`config.mk`:
```
export PLATFORM = sky130hd
export DESIGN_NAME = sram_ecc_guard
export DESIGN_NICKNAME = d
export VERILOG_FILES = /design/src/rtl/sram_ecc_pkg.sv /design/src/rtl/sram_ecc_enc.sv /design/src/rtl/sram_ecc_dec.sv /design/src/rtl/sram_ecc_slice.sv /design/src/rtl/sram_ecc_guard.sv
export SDC_FILE = /design/constraint.sdc
export NUM_CORES = 1
export LEC_CHECK = 0
export BUFFER_PORTS_ARGS = -buffer_cell sky130_fd_sc_hd__buf_4
export CORE_UTILIZATION = 45
export CTS_CLUSTER_SIZE = 20
export DETAILED_ROUTE_END_ITERATION = 16
export GPL_ROUTABILITY_DRIVEN = 0
export HOLD_SLACK_MARGIN = 0.12
export PLACE_DENSITY_LB_ADDON = 0.08
export SYNTH_ARGS = -nofsm -noshare
export SYNTH_HDL_FRONTEND = slang
export SYNTH_SLANG_ARGS = --single-unit
```
`constraint.sdc`:
```
create_clock -name clk -period 4.3 [get_ports clk]
set_input_delay 0.215 -clock clk [delete_from_list [all_inputs] [get_ports clk]]
set_output_delay 0.215 -clock clk [all_outputs]
set_load 0.05 [all_outputs]
```
`src/rtl/sram_ecc_pkg.sv`:
```
package sram_ecc_pkg;
  localparam int DATA_W     = 32;
  localparam int CHK_W      = 7;
  localparam int CODE_SPACE = 1 << CHK_W;
  // data plus address columns that the odd, weight>=3 pool can serve
  localparam int MAX_ADDR_W = 57 - DATA_W;

  function automatic int bit_count(input int v);
    int n;
    n = 0;
    for (int b = 0; b < CHK_W; b++) n += (v >> b) & 1;
    return n;
  endfunction

  // k-th smallest code of odd weight and weight at least 3
  function automatic logic [CHK_W-1:0] column_code(input int idx);
    int k;
    int w;
    logic [CHK_W-1:0] r;
    k = 0;
    r = '0;
    for (int v = 0; v < CODE_SPACE; v++) begin
      w = bit_count(v);
      if ((w % 2 == 1) && (w > 1)) begin
        if (k == idx) r = v[CHK_W-1:0];
        k++;
      end
    end
    return r;
  endfunction
endpackage

```
`src/rtl/sram_ecc_enc.sv`:
```
module sram_ecc_enc
  import sram_ecc_pkg::*;
#(
  parameter int ADDR_W = 15
) (
  input  logic [DATA_W-1:0] data,
  input  logic [ADDR_W-1:0] addr,
  output logic [CHK_W-1:0]  check
);
  localparam int NCOL = DATA_W + ADDR_W;

  logic [NCOL-1:0]  covered;
  logic [CHK_W-1:0] term [NCOL];

  assign covered = {addr, data};

  for (genvar g = 0; g < NCOL; g++) begin : g_col
    localparam logic [CHK_W-1:0] CODE = column_code(g);
    assign term[g] = covered[g] ? CODE : '0;
  end

  always_comb begin
    check = '0;
    for (int i = 0; i < NCOL; i++) check ^= term[i];
  end
endmodule

```
`src/rtl/sram_ecc_dec.sv`:
```
module sram_ecc_dec
  import sram_ecc_pkg::*;
(
  input  logic [CHK_W-1:0]  syndrome,
  input  logic [DATA_W-1:0] data_raw,
  output logic [DATA_W-1:0] data_fix,
  output logic              sec,
  output logic              ded
);
  logic [DATA_W-1:0] flip;
  logic              check_hit;

  // only a data column flips a bit; address columns fall to ded
  for (genvar g = 0; g < DATA_W; g++) begin : g_match
    localparam logic [CHK_W-1:0] CODE = column_code(g);
    assign flip[g] = (syndrome == CODE);
  end

  assign check_hit = $onehot(syndrome);
  assign sec       = (|flip) || check_hit;
  assign ded       = (syndrome != '0) && !sec;
  assign data_fix  = data_raw ^ flip;
endmodule

```
`src/rtl/sram_ecc_slice.sv`:
```
module sram_ecc_slice #(
  parameter int W = 34
) (
  input  logic         clk,
  input  logic         rst_n,
  input  logic         in_valid,
  output logic         in_ready,
  input  logic [W-1:0] in_payload,
  output logic         out_valid,
  input  logic         out_ready,
  output logic [W-1:0] out_payload
);
  assign in_ready = !out_valid || out_ready;

  always_ff @(posedge clk) begin
    if (!rst_n) begin
      out_valid   <= 1'b0;
      out_payload <= '0;
    end else if (in_ready) begin
      out_valid   <= in_valid;
      out_payload <= in_valid ? in_payload : '0;
    end
  end


  stall_hold_chk: assert property (@(posedge clk) disable iff (!rst_n)
    (out_valid && !out_ready) |=> (out_valid && $stable(out_payload)));
endmodule

```
`src/rtl/sram_ecc_guard.sv`:
```
module sram_ecc_guard
  import sram_ecc_pkg::*;
#(
  parameter int ADDR_W = 15
) (
  input  logic              clk,
  input  logic              rst_n,
  input  logic [DATA_W-1:0] wr_data,
  input  logic [ADDR_W-1:0] wr_addr,
  output logic [CHK_W-1:0]  wr_check,
  input  logic              rd_valid,
  output logic              rd_ready,
  input  logic [ADDR_W-1:0] rd_addr,
  input  logic [DATA_W-1:0] rd_data,
  input  logic [CHK_W-1:0]  rd_check,
  output logic              dout_valid,
  input  logic              dout_ready,
  output logic [DATA_W-1:0] dout_data,
  output logic              dout_sec,
  output logic              dout_ded
);
  localparam int PAY_W = DATA_W + 2;

  logic [CHK_W-1:0]  recomputed;
  logic [CHK_W-1:0]  syndrome;
  logic [DATA_W-1:0] fixed_data;
  logic              dec_sec;
  logic              dec_ded;
  logic [PAY_W-1:0]  pay_in;
  logic [PAY_W-1:0]  pay_out;

  sram_ecc_enc #(.ADDR_W(ADDR_W)) u_enc_wr (
    .data (wr_data),
    .addr (wr_addr),
    .check(wr_check)
  );

  sram_ecc_enc #(.ADDR_W(ADDR_W)) u_enc_rd (
    .data (rd_data),
    .addr (rd_addr),
    .check(recomputed)
  );

  assign syndrome = recomputed ^ rd_check;

  sram_ecc_dec u_dec (
    .syndrome(syndrome),
    .data_raw(rd_data),
    .data_fix(fixed_data),
    .sec     (dec_sec),
    .ded     (dec_ded)
  );

  assign pay_in = {dec_ded, dec_sec, fixed_data};

  sram_ecc_slice #(.W(PAY_W)) u_slice (
    .clk        (clk),
    .rst_n      (rst_n),
    .in_valid   (rd_valid),
    .in_ready   (rd_ready),
    .in_payload (pay_in),
    .out_valid  (dout_valid),
    .out_ready  (dout_ready),
    .out_payload(pay_out)
  );

  assign dout_data = pay_out[DATA_W-1:0];
  assign dout_sec  = pay_out[DATA_W];
  assign dout_ded  = pay_out[DATA_W+1];


  clean_pass_chk: assert property (@(posedge clk) disable iff (!rst_n)
    (rd_valid && rd_ready && syndrome == '0) |=>
      (dout_valid && dout_data == $past(rd_data) && !dout_sec && !dout_ded));


  single_flip_chk: assert property (@(posedge clk) disable iff (!rst_n)
    (rd_valid && rd_ready && dec_sec) |=>
      ($countones(dout_data ^ $past(rd_data)) <= 1));


  ded_passthru_chk: assert property (@(posedge clk) disable iff (!rst_n)
    (rd_valid && rd_ready && dec_ded) |=> (dout_data == $past(rd_data)));


  idle_quiet_chk: assert property (@(posedge clk) disable iff (!rst_n)
    !dout_valid |-> (!dout_sec && !dout_ded));


  flag_excl_chk: assert property (@(posedge clk) disable iff (!rst_n)
    !(dout_sec && dout_ded));
endmodule

```
==> results.sh <==
export IMPL_status="complete, no violations"
export IMPL_clkTransAtPathRegs_ns=0.08
export IMPL_fin_util_pct=61.6
export IMPL_wl_per_cell_um=16.0
export IMPL_insertion_delay_ns=0.30
export IMPL_clock_skew_ns=0.00437
export IMPL_dp_hpwl_um=9480
export IMPL_vias=3545
export IMPL_numCtsBuffers=5
export IMPL_setup_worst_path_end_class="register"
export IMPL_synth_area_um2=4080
export IMPL_drcViolationCount=0
export IMPL_wl_met2_um=5590
export IMPL_drt_iter0_drc=150
export IMPL_fill_cells=790
export IMPL_ir_worst_vdd_v=0.000638
export IMPL_rsz0062_at_grt="false"
export IMPL_fin_crit_ns=4.04
export IMPL_critical_path_slowest_cell="fa_1"
export IMPL_synth_ff_type="dfxtp_1"
export IMPL_grt_pass1_wl_um=18300
export IMPL_worstMarginPinSlew_ns=0.811
export IMPL_hold_viol=0
export IMPL_slew_headroom_pct=45.8
export IMPL_drt_wl_total_um=11300
export IMPL_setup_viol=0
export IMPL_fmax_mhz=247
export IMPL_die_h_um=97.2
export IMPL_preCtsSetupSlack_ns=-0.0290
export IMPL_synth_net_count=574
export IMPL_clockBufferDepth=2
export IMPL_grt_pass1_vias=3760
export IMPL_critical_path_class="in2reg"
export IMPL_async_flop_share_pct=0
export IMPL_cts_resized=0
export IMPL_coreArea_um2=8760
export IMPL_fin_crit_sh_pct=94.0
export IMPL_syn_to_final_growth_pct=32.4
export IMPL_slowest_delay_ns=0.46
export IMPL_p_leak_uw=0.00224
export IMPL_rows=34
export IMPL_grt_usage_pct=24.5
export IMPL_regArea_um2=701
export IMPL_multi_input_area_um2=3250
export IMPL_grt_max_degree=29
export IMPL_ant_nets=0
export IMPL_viasPerCell=5.04
export IMPL_ys_types=40
export IMPL_path_cells="buf_4 > xnor3_1 > xnor3_1 > xnor3_1 > xnor2_1 > ha_1 > fa_1 > ha_1 > fa_1 > xor2_1 > nor3b_1 > a2111o_1 > a2111oi_4 > o21ai_0"
export IMPL_cts_root_buf="clkbuf_8"
export IMPL_cp_start_kind="input pin"
export IMPL_dieArea_um2=9440
export IMPL_slew_viol_final=0
export IMPL_die_x_um=97.2
export IMPL_cts_setup_buffers=0
export IMPL_cp_common_cell="xnor3_1"
export IMPL_avgSynthCellArea_um2=8.98
export IMPL_hold_buffers=0
export IMPL_synth_seq_cells=35
export IMPL_final_layout_size_suffix_gt1_share_pct=28.0
export IMPL_setup_ws_ns=0.259
export IMPL_wl_met3_um=592
export IMPL_io_pins=148
export IMPL_seq_area_frac_synth_pct=17.2
export IMPL_cts_tree="yes"
export IMPL_grt_overflow=0
export IMPL_fin_nets=715
export IMPL_hp_class="in2reg"
export IMPL_diodes=0
export IMPL_yosys_warnings=0
export IMPL_powerDensity_nw_per_um2=780
export IMPL_port_buffers=147
export IMPL_required_ns=4.45
export IMPL_synth_cells=454
export IMPL_routed_top_layer="met4"
export IMPL_synth_edf_count=0
export IMPL_fin_tns_setup_ns=0
export IMPL_cp_data_arrival_time_ns=4.19
export IMPL_clock_sinks=35
export IMPL_holdWs_ns=0.146
export IMPL_met1_length_um=4760
export IMPL_drv_cap=0
export IMPL_cts_htree_levels=2
export IMPL_crit_path_max_fanout=3
export IMPL_start_util_pct=46.5
export IMPL_antenna_found_initial=0
export IMPL_drt_pass1_iterations=4
## worst max-delay path: cells and delay by family
kind / cells / cell delay (ns)
fa+ha+maj: 4 / 1.41
compound gates: 3 / 0.86
buf+inv: 1 / 0.13
simple gates: 1 / 0.07
xor+xnor: 5 / 1.50
## cell families (layout without fill, tap and decap cells)
| kind of cell | after synthesis | after routing | synth area share [%] |
|---|---|---|---|
| buffers and inverters | 31 | 173 | 3.38 |
| multiplexers | 3 | 3 | 0.737 |
| adder cells (fa/ha/maj) | 15 | 15 | 5.16 |
| AO/OA/AOI/OAI | 48 | 48 | 8.41 |
| XOR/XNOR | 230 | 230 | 53.1 |
| flip-flops | 35 | 35 | 17.2 |
| AND/OR/NAND/NOR | 92 | 92 | 12.0 |
## cells in the mapped netlist (3+ instances only)
library cell,n,area (µm²)
xnor2_1,166,1450
xor2_1,53,464
dfxtp_1,35,701
nand2_1,29,109
nand3_1,19,95.1
nor2b_1,16,100
o21ai_1,16,80.1
a22oi_1,15,113
clkbuf_1,14,52.6
ha_1,12,150
xnor3_1,11,248
inv_1,10,37.5
nand4_1,10,62.6
buf_4,5,37.5
and2_1,4,25.0
nor2_1,4,15.0
o21ai_0,4,20.0
fa_1,3,60.1
mux2i_1,3,30.0
## final cells by class
cell class / count / area share (%)
clock inverter: 3 / 0.812
tap: 108 / 2.50
timing repair buffer: 155 / 21.6
clock buffer: 5 / 1.28
inverter: 10 / 0.696
sequential: 35 / 13.0
multi-input combinational: 388 / 60.2
## placed cells by master (no fill, tap or decap), drive strengths merged, types with 3 or more instances in the layout
master and instances:
nand4 10, nand3 20, xnor3 11, fa 3, nand2 29, o21ai 20, a22oi 15, dfxtp 35
clkbuf 5, inv 10, xor2 53, nor2 4, buf 155, mux2i 3, ha 12, and2 6
nor2b 16, xnor2 166
## state kept, by name (all words and copies together) (netlist names)
signal,flops
u_slice.out_valid,1
u_slice.out_payload,34
## path summary, 6_finish.rpt
path                                 from                 endpoint  slack (ns)  depth (start not counted)
setup / recovery              rd_data[18]  u_slice.out_payload[32]        0.26                         14
setup reg to reg        u_slice.out_valid  u_slice.out_payload[33]        2.10                          7
hold / removal                   rd_valid        u_slice.out_valid        0.15                          2
hold reg to reg   u_slice.out_payload[24]  u_slice.out_payload[24]        0.45                          2
## routing by layer
metal  global-route usage [%]  vias to the layer above
li1                         -                     1763
met1                     29.6                     1631
met2                     43.7                      130
met3                     3.24                       21
met4                     9.41                        0
met5                        0                        -
## power breakdown
group          total (µW)  internal, µW  switching (µW)  leakage, µW
combinational        3530          1450            2080      0.00190
sequential            370           356            14.5     0.000287
clock                 306           173             133    0.0000581
## stage by stage
stage	power (µW)	instance area, µm²	instances
finish	4210	5400	704
CTS	4190	5400	704
floorplan	3040	4080	454
global placement	3810	5280	696
detailed placement	3870	5280	696
global route	4550	5400	704
(Power assumes the default switching activity.)
